[src/rtl/vip_pkg.sv]
package vip_pkg;

   localparam int unsigned SLOT_STRIDE = 2;

   typedef logic [7:0] vec_off_t;

   // Offset of table slot 'slot' above base 'base'
   function automatic vec_off_t slot_off(vec_off_t base, int unsigned slot);
      return base + vec_off_t'(SLOT_STRIDE * slot);
   endfunction

endpackage

[src/rtl/vip_pend_bank.sv]
module vip_pend_bank #(
   parameter int unsigned NUM_SRC = 14
) (
   input  logic               clk_i,
   input  logic               rst_ni,
   input  logic [NUM_SRC-1:0] set_i,
   input  logic [NUM_SRC-1:0] clr_i,
   output logic [NUM_SRC-1:0] pend_o
);

   for (genvar g = 0; g < NUM_SRC; g++) begin : g_flag
      always_ff @(posedge clk_i) begin
         if (!rst_ni)          pend_o[g] <= 1'b0;
         else if (set_i[g])    pend_o[g] <= 1'b1;
         else if (clr_i[g])    pend_o[g] <= 1'b0;
      end

      AST_EVENT_LATCHES: assert property (@(posedge clk_i) disable iff (!rst_ni)
         set_i[g] |=> pend_o[g]);
      AST_CLEAR_TAKES: assert property (@(posedge clk_i) disable iff (!rst_ni)
         (clr_i[g] && !set_i[g]) |=> !pend_o[g]);
   end

endmodule

[src/rtl/vip_trap_flag.sv]
module vip_trap_flag (
   input  logic clk_i,
   input  logic rst_ni,
   input  logic trap_req_i,
   input  logic served_i,
   output logic trap_pend_o
);

   always_ff @(posedge clk_i) begin
      if (!rst_ni)         trap_pend_o <= 1'b0;
      else if (trap_req_i) trap_pend_o <= 1'b1;
      else if (served_i)   trap_pend_o <= 1'b0;
   end

   AST_TRAP_CLEARED: assert property (@(posedge clk_i) disable iff (!rst_ni)
      (served_i && !trap_req_i) |=> !trap_pend_o);
   AST_TRAP_KEPT: assert property (@(posedge clk_i) disable iff (!rst_ni)
      trap_req_i |=> trap_pend_o);

endmodule

[src/rtl/vip_prio_enc.sv]
module vip_prio_enc
   import vip_pkg::*;
#(
   parameter int unsigned NUM_SRC   = 14,
   parameter vec_off_t    VEC_BASE  = 8'hE0,
   parameter bit          SCAN_DOWN = 1'b0
) (
   input  logic [NUM_SRC-1:0] active_i,
   input  logic               trap_i,
   output vec_off_t           off_o
);

   localparam vec_off_t TRAP_OFF = slot_off(VEC_BASE, NUM_SRC + 1);

   if (SCAN_DOWN) begin : g_down
      logic found;
      always_comb begin
         found = trap_i;
         off_o = trap_i ? TRAP_OFF : VEC_BASE;
         for (int i = NUM_SRC - 1; i >= 0; i--) begin
            if (!found && active_i[i]) begin
               off_o = slot_off(VEC_BASE, i + 1);
               found = 1'b1;
            end
         end
      end
   end else begin : g_up
      always_comb begin
         off_o = VEC_BASE;
         for (int i = 0; i < NUM_SRC; i++) begin
            if (active_i[i]) off_o = slot_off(VEC_BASE, i + 1);
         end
         if (trap_i) off_o = TRAP_OFF;
      end
   end

endmodule

[src/rtl/vec_irq_arbiter.sv]
module vec_irq_arbiter
   import vip_pkg::*;
#(
   parameter int unsigned NUM_SRC   = 14,
   parameter vec_off_t    VEC_BASE  = 8'hE0,
   parameter bit          SCAN_DOWN = 1'b0
) (
   input  logic               clk_i,
   input  logic               rst_ni,
   input  logic [NUM_SRC-1:0] src_event_i,
   input  logic [NUM_SRC-1:0] pend_clr_i,
   input  logic [NUM_SRC-1:0] src_en_i,
   input  logic               glb_en_i,
   input  logic               trap_req_i,
   input  logic               vec_req_i,
   output logic               irq_o,
   output logic               vec_valid_o,
   output logic [7:0]         vec_off_o
);

   localparam int unsigned TOP_SLOT = NUM_SRC + 1;
   localparam vec_off_t    TRAP_OFF = slot_off(VEC_BASE, TOP_SLOT);

   if (NUM_SRC < 1) begin : g_bad_count
      $error("vec_irq_arbiter: NUM_SRC must be at least 1");
   end
   if (VEC_BASE[0] != 1'b0) begin : g_bad_base
      $error("vec_irq_arbiter: VEC_BASE must be even");
   end
   if (int'(VEC_BASE) + int'(SLOT_STRIDE * TOP_SLOT) > 255) begin : g_bad_span
      $error("vec_irq_arbiter: table does not fit in an 8-bit offset");
   end

   logic [NUM_SRC-1:0] pend;
   logic [NUM_SRC-1:0] active;
   logic               trap_pend;
   logic               trap_served;
   vec_off_t           enc_off;

   vip_pend_bank #(.NUM_SRC(NUM_SRC)) pend_i (
      .clk_i  (clk_i),
      .rst_ni (rst_ni),
      .set_i  (src_event_i),
      .clr_i  (pend_clr_i),
      .pend_o (pend)
   );

   vip_trap_flag trap_i (
      .clk_i       (clk_i),
      .rst_ni      (rst_ni),
      .trap_req_i  (trap_req_i),
      .served_i    (trap_served),
      .trap_pend_o (trap_pend)
   );

   assign active      = pend & src_en_i & {NUM_SRC{glb_en_i}};
   assign irq_o       = (|active) | trap_pend;
   assign trap_served = vec_req_i & trap_pend;

   vip_prio_enc #(
      .NUM_SRC   (NUM_SRC),
      .VEC_BASE  (VEC_BASE),
      .SCAN_DOWN (SCAN_DOWN)
   ) enc_i (
      .active_i (active),
      .trap_i   (trap_pend),
      .off_o    (enc_off)
   );

   always_ff @(posedge clk_i) begin
      if (!rst_ni) begin
         vec_valid_o <= 1'b0;
         vec_off_o   <= VEC_BASE;
      end else begin
         vec_valid_o <= vec_req_i;
         if (vec_req_i) vec_off_o <= enc_off;
      end
   end

   AST_VALID_FOLLOWS: assert property (@(posedge clk_i) disable iff (!rst_ni)
      vec_req_i |=> vec_valid_o);
   AST_VALID_ONLY_ON_REQ: assert property (@(posedge clk_i) disable iff (!rst_ni)
      !vec_req_i |=> !vec_valid_o);
   AST_OFF_EVEN: assert property (@(posedge clk_i) disable iff (!rst_ni)
      vec_valid_o |-> (vec_off_o[0] == 1'b0));
   AST_OFF_HELD: assert property (@(posedge clk_i) disable iff (!rst_ni)
      !vec_req_i |=> $stable(vec_off_o));
   AST_TRAP_WINS: assert property (@(posedge clk_i) disable iff (!rst_ni)
      (vec_req_i && trap_pend) |=> (vec_off_o == TRAP_OFF));
   AST_DEFAULT_SLOT: assert property (@(posedge clk_i) disable iff (!rst_ni)
      (vec_req_i && !irq_o) |=> (vec_off_o == VEC_BASE));

endmodule

[config.mk]
export PLATFORM = sky130hd
export DESIGN_NAME = vec_irq_arbiter
export DESIGN_NICKNAME = d
export VERILOG_FILES = /design/src/rtl/vip_pkg.sv /design/src/rtl/vip_pend_bank.sv /design/src/rtl/vip_trap_flag.sv /design/src/rtl/vip_prio_enc.sv /design/src/rtl/vec_irq_arbiter.sv
export SDC_FILE = /design/constraint.sdc
export NUM_CORES = 1
export LEC_CHECK = 0
export BUFFER_PORTS_ARGS = -buffer_cell sky130_fd_sc_hd__buf_2
export CAP_MARGIN = 20
export CORE_MARGIN = 2
export CORE_UTILIZATION = 45
export DETAILED_ROUTE_END_ITERATION = 8
export PLACE_DENSITY = 0.78
export SLEW_MARGIN = 20
export SYNTH_ARGS = -nofsm -noshare
export SYNTH_HDL_FRONTEND = slang
export SYNTH_HIERARCHICAL = 1
export SYNTH_SLANG_ARGS = --single-unit
[constraint.sdc]
create_clock -name clk_i -period 1.6 [get_ports clk_i]
set_input_delay 0.24 -clock clk_i [delete_from_list [all_inputs] [get_ports clk_i]]
set_output_delay 0.24 -clock clk_i [all_outputs]
set_load 0.005 [all_outputs]
==> impl_results.md <==
- Status: finished, violations left
- Violated checks: setup timing
- Tcrit/Tclk final: 107.7%
- Synthesized flop and latch total: 24
- First-pass GRT wire length: slightly below 5000 microns
- R2R Path End: vec_off_o[1]$_SDFFE_PN0P_
- Tot GR Track Use: 19.43%
- Die width: about 55 microns
- Area grow syn2layout: 34.42%
- Vias: 1186
- Max Used Layer: met4
- VDD IR max: between 0.5 and 0.6 mV
- Initial Utilization: 47.83%
- Port Buffers: 56
- Iteration-0 DRC Markers: 43
- Largest net degree at the start of global routing: 25
- Hold_sp: src_event_i[6]
- Syn_area_per_cell: approximately 9.3 sq um
- # diodes: 0
- Worst R2R Path Depth: 7
- Die Y: 55.32 microns
- Min Hold Slack: ~0.12 ns
- Skew final: 0.02059 ns
- Pwr/cell area: 781.5 mW/mm^2
- Drt pass-1 iters: 4
- FILL cells: 218
- ANT nets after route: 0
- Worst hold path cell count: 2
- Yosys warns: 6
- Area of the multi-input gates: 704.4 sq um
- Most common cell in the netlist: dfxtp_1
- Worst-skew pair later-pin latency: between 0.3 and 0.4 ns
- Worst hold path endpoint: pend_i/pend_o[6]$_SDFFE_PN0P_
- Number of synthesized flops with an enable pin: 0
- Seq/Total Area, Yosys: between 40 and 50%
- TritonCTS Buffers: 3
- Area occupied by registers: 485.5 sq um
- Synth area leader: dfxtp_1
- RePlAce Congestion: 0.8087
- Final Cell Area: 0.001593 sq mm
- Async set-reset flop share out of synthesis: 0%
- Num rows: 18
- Synth cell types: 29
- Number of global-route vias before repair: 1200
- Met1 wire length: 1128 microns
- Tmin final: roughly 1.7 ns
- Share of layout cells above drive strength 1: about 43%
- Ports: 57
- Hpwl dp: 2196 microns
- Total core area: 0.002477 sq mm
- Post-Syn Area: 0.001185 sq mm
- Cts hold-fix bufs: 0
- Top FF cell, synth: dfxtp_1
- Die area: 0.003060 sq mm
- Clk buf depth: 2
- Crit Reg-Reg Startpoint: pend_i/pend_o[7]$_SDFFE_PN0P_
- Fmax: about 580 MHz
- Met3 WL post-DR: 226 microns
- Setup crit end kind: output port
- MaxCap Viol Count: 0
- Unrepaired setup endpoints after global routing: true
- Startpoint Class: flip-flop
- CP Data Arrival Time: 1.48 ns
- GR Overflow Total: 0
- Leak: 0.7749 nW
- Layout net count: 236
- DRC: 0
- Reg2Reg Setup Slack: -0.07 ns
- Clock transition at path regs: 0.15 ns
- Clock Root Buffer: clkbuf_4
- Worst setup margin: -0.1228 ns
- Pre-CTS WS: -0.002216 ns
- Initial antenna violation count: 0
- DR vias/cell: ~5.4
- Max Slew Vio Count: 0
- Crit path required time: between 1 and 1.5 ns
- Clock sinks: 24
- HP Class: in2reg
- Final setup viols: 2
- Share of the synthesized area in the top cell type: 40.55%
- Synth top cells by count: dfxtp_1, nor2b_1, o21a_1, and3_1
- DP Area: approximately 0.0015 sq mm
- WL/cell: 13.71 microns
- Type of the worst setup path: reg2out
- Cell count after synthesis: 127
- Worst-path maximum fanout: 4
- Synth area leaders: dfxtp_1, nor2b_1, o21a_1
- CTS tree: done
- Routed WL: 2989 microns
- Cell Count, Final, Fillers Out: roughly 220
- Routed wl met2: between 1500 and 2000 microns
- Placed cells: 212
- Final hold vios: 0
- H-tree Lvls: 1
[worst max-delay path, stage by stage (launching register included)]
cell and delay (ns):
dfxtp_1 0.34, and3_1 0.25, nor4_4 0.32, nand3_1 0.11, buf_2 0.15
[through the flow]
step | utilization (%) | TNS, ns | power (mW)
floorplan | - | 0 | 0.8099
global placement | 60.10 | 0 | 0.9015
detailed placement | 60.10 | -0.002216 | 0.9125
CTS | 63.43 | -0.1352 | 1.243
global route | 64.29 | -0.3619 | 1.306
finish | 64.29 | -0.1936 | 1.245
[where the power goes]
| group | switching, mW | leakage [nW] | total [mW] | internal, mW |
|---|---|---|---|---|
| combinational | 0.110 | 0.553 | 0.257 | 0.148 |
| clock | 0.183 | 0.0210 | 0.321 | 0.139 |
| sequential | 0.0250 | 0.201 | 0.666 | 0.641 |
| total | 0.317 | 0.775 | 1.24 | 0.927 |
[cell usage in the layout (no fill, tap or decap), drive strengths merged]
| cell type | Yosys | layout |
|---|---|---|
| or3b | 1 | 1 |
| nand2b | 2 | 2 |
| a22oi | 2 | 2 |
| and3 | 14 | 14 |
| clkbuf | 0 | 4 |
| conb | 2 | 4 |
| a2111oi | 1 | 1 |
| nor2b | 21 | 21 |
| o21ai | 2 | 2 |
| inv | 1 | 1 |
| buf | 7 | 62 |
| nand3 | 2 | 2 |
| a31oi | 1 | 1 |
| mux2i | 8 | 8 |
| nand2 | 5 | 5 |
| o21a | 15 | 15 |
| a311o | 1 | 1 |
| a311oi | 1 | 1 |
| nor3 | 1 | 1 |
| nor2 | 8 | 8 |
| nor4 | 4 | 4 |
| and2 | 2 | 2 |
| o311ai | 1 | 1 |
| a221o | 1 | 1 |
| dfxtp | 24 | 24 |
[kinds of logic after synthesis]
family,after synthesis,share of synthesized area (%)
DFF,24,40.55
AOI/OAI and AO/OA,25,17.42
other,2,0.6338
and+or+nand+nor,60,29.99
buffers and inverters,8,4.646
muxes,8,6.758
[area by class of cell]
class / instances / share of cell area, %
multi-input cells: 97 / 44.23
flip-flops and latches: 24 / 30.48
repair buffers: 62 / 20.42
well taps: 30 / 2.357
clock buffers: 4 / 2.278
inverters: 1 / 0.2357
[flip-flops by register name, indices dropped and copies added, names as in the netlist]
| signal | flops |
|---|---|
| pend_i/pend_o | 14 |
| vec_off_o | 8 |
| trap_i/trap_pend_o | 1 |
| vec_valid_o | 1 |
[metal layers]
layer,up-vias,track usage [%]
met4,0,9.059
met2,70,35.37
met1,530,20.88
met5,-,0
met3,18,4.684
li1,568,-
[worst max path at each step]
stage	from	to	slack, ns	cells after the start
after floorplan	glb_en_i	vec_off_o[1]$_SDFFE_PN0P_	0.11	7
after global placement	glb_en_i	vec_off_o[1]$_SDFFE_PN0P_	0.04	7
after detailed placement	glb_en_i	vec_off_o[1]$_SDFFE_PN0P_	-0.002	7
after CTS	pend_i/pend_o[4]$_SDFFE_PN0P_	irq_o	-0.12	5
after global routing	pend_i/pend_o[4]$_SDFFE_PN0P_	irq_o	-0.24	5
final	pend_i/pend_o[3]$_SDFFE_PN0P_	irq_o	-0.12	4
[what timing repair did]
action / in CTS / in global routing
buffers inserted: 1 / 1
endpoints found under the hold margin: 0 / 0
endpoints found under the setup margin: 1 / 2
gates resized for setup: 9 / 4
pin swaps: 7 / 2
(Power assumes the default switching activity.)
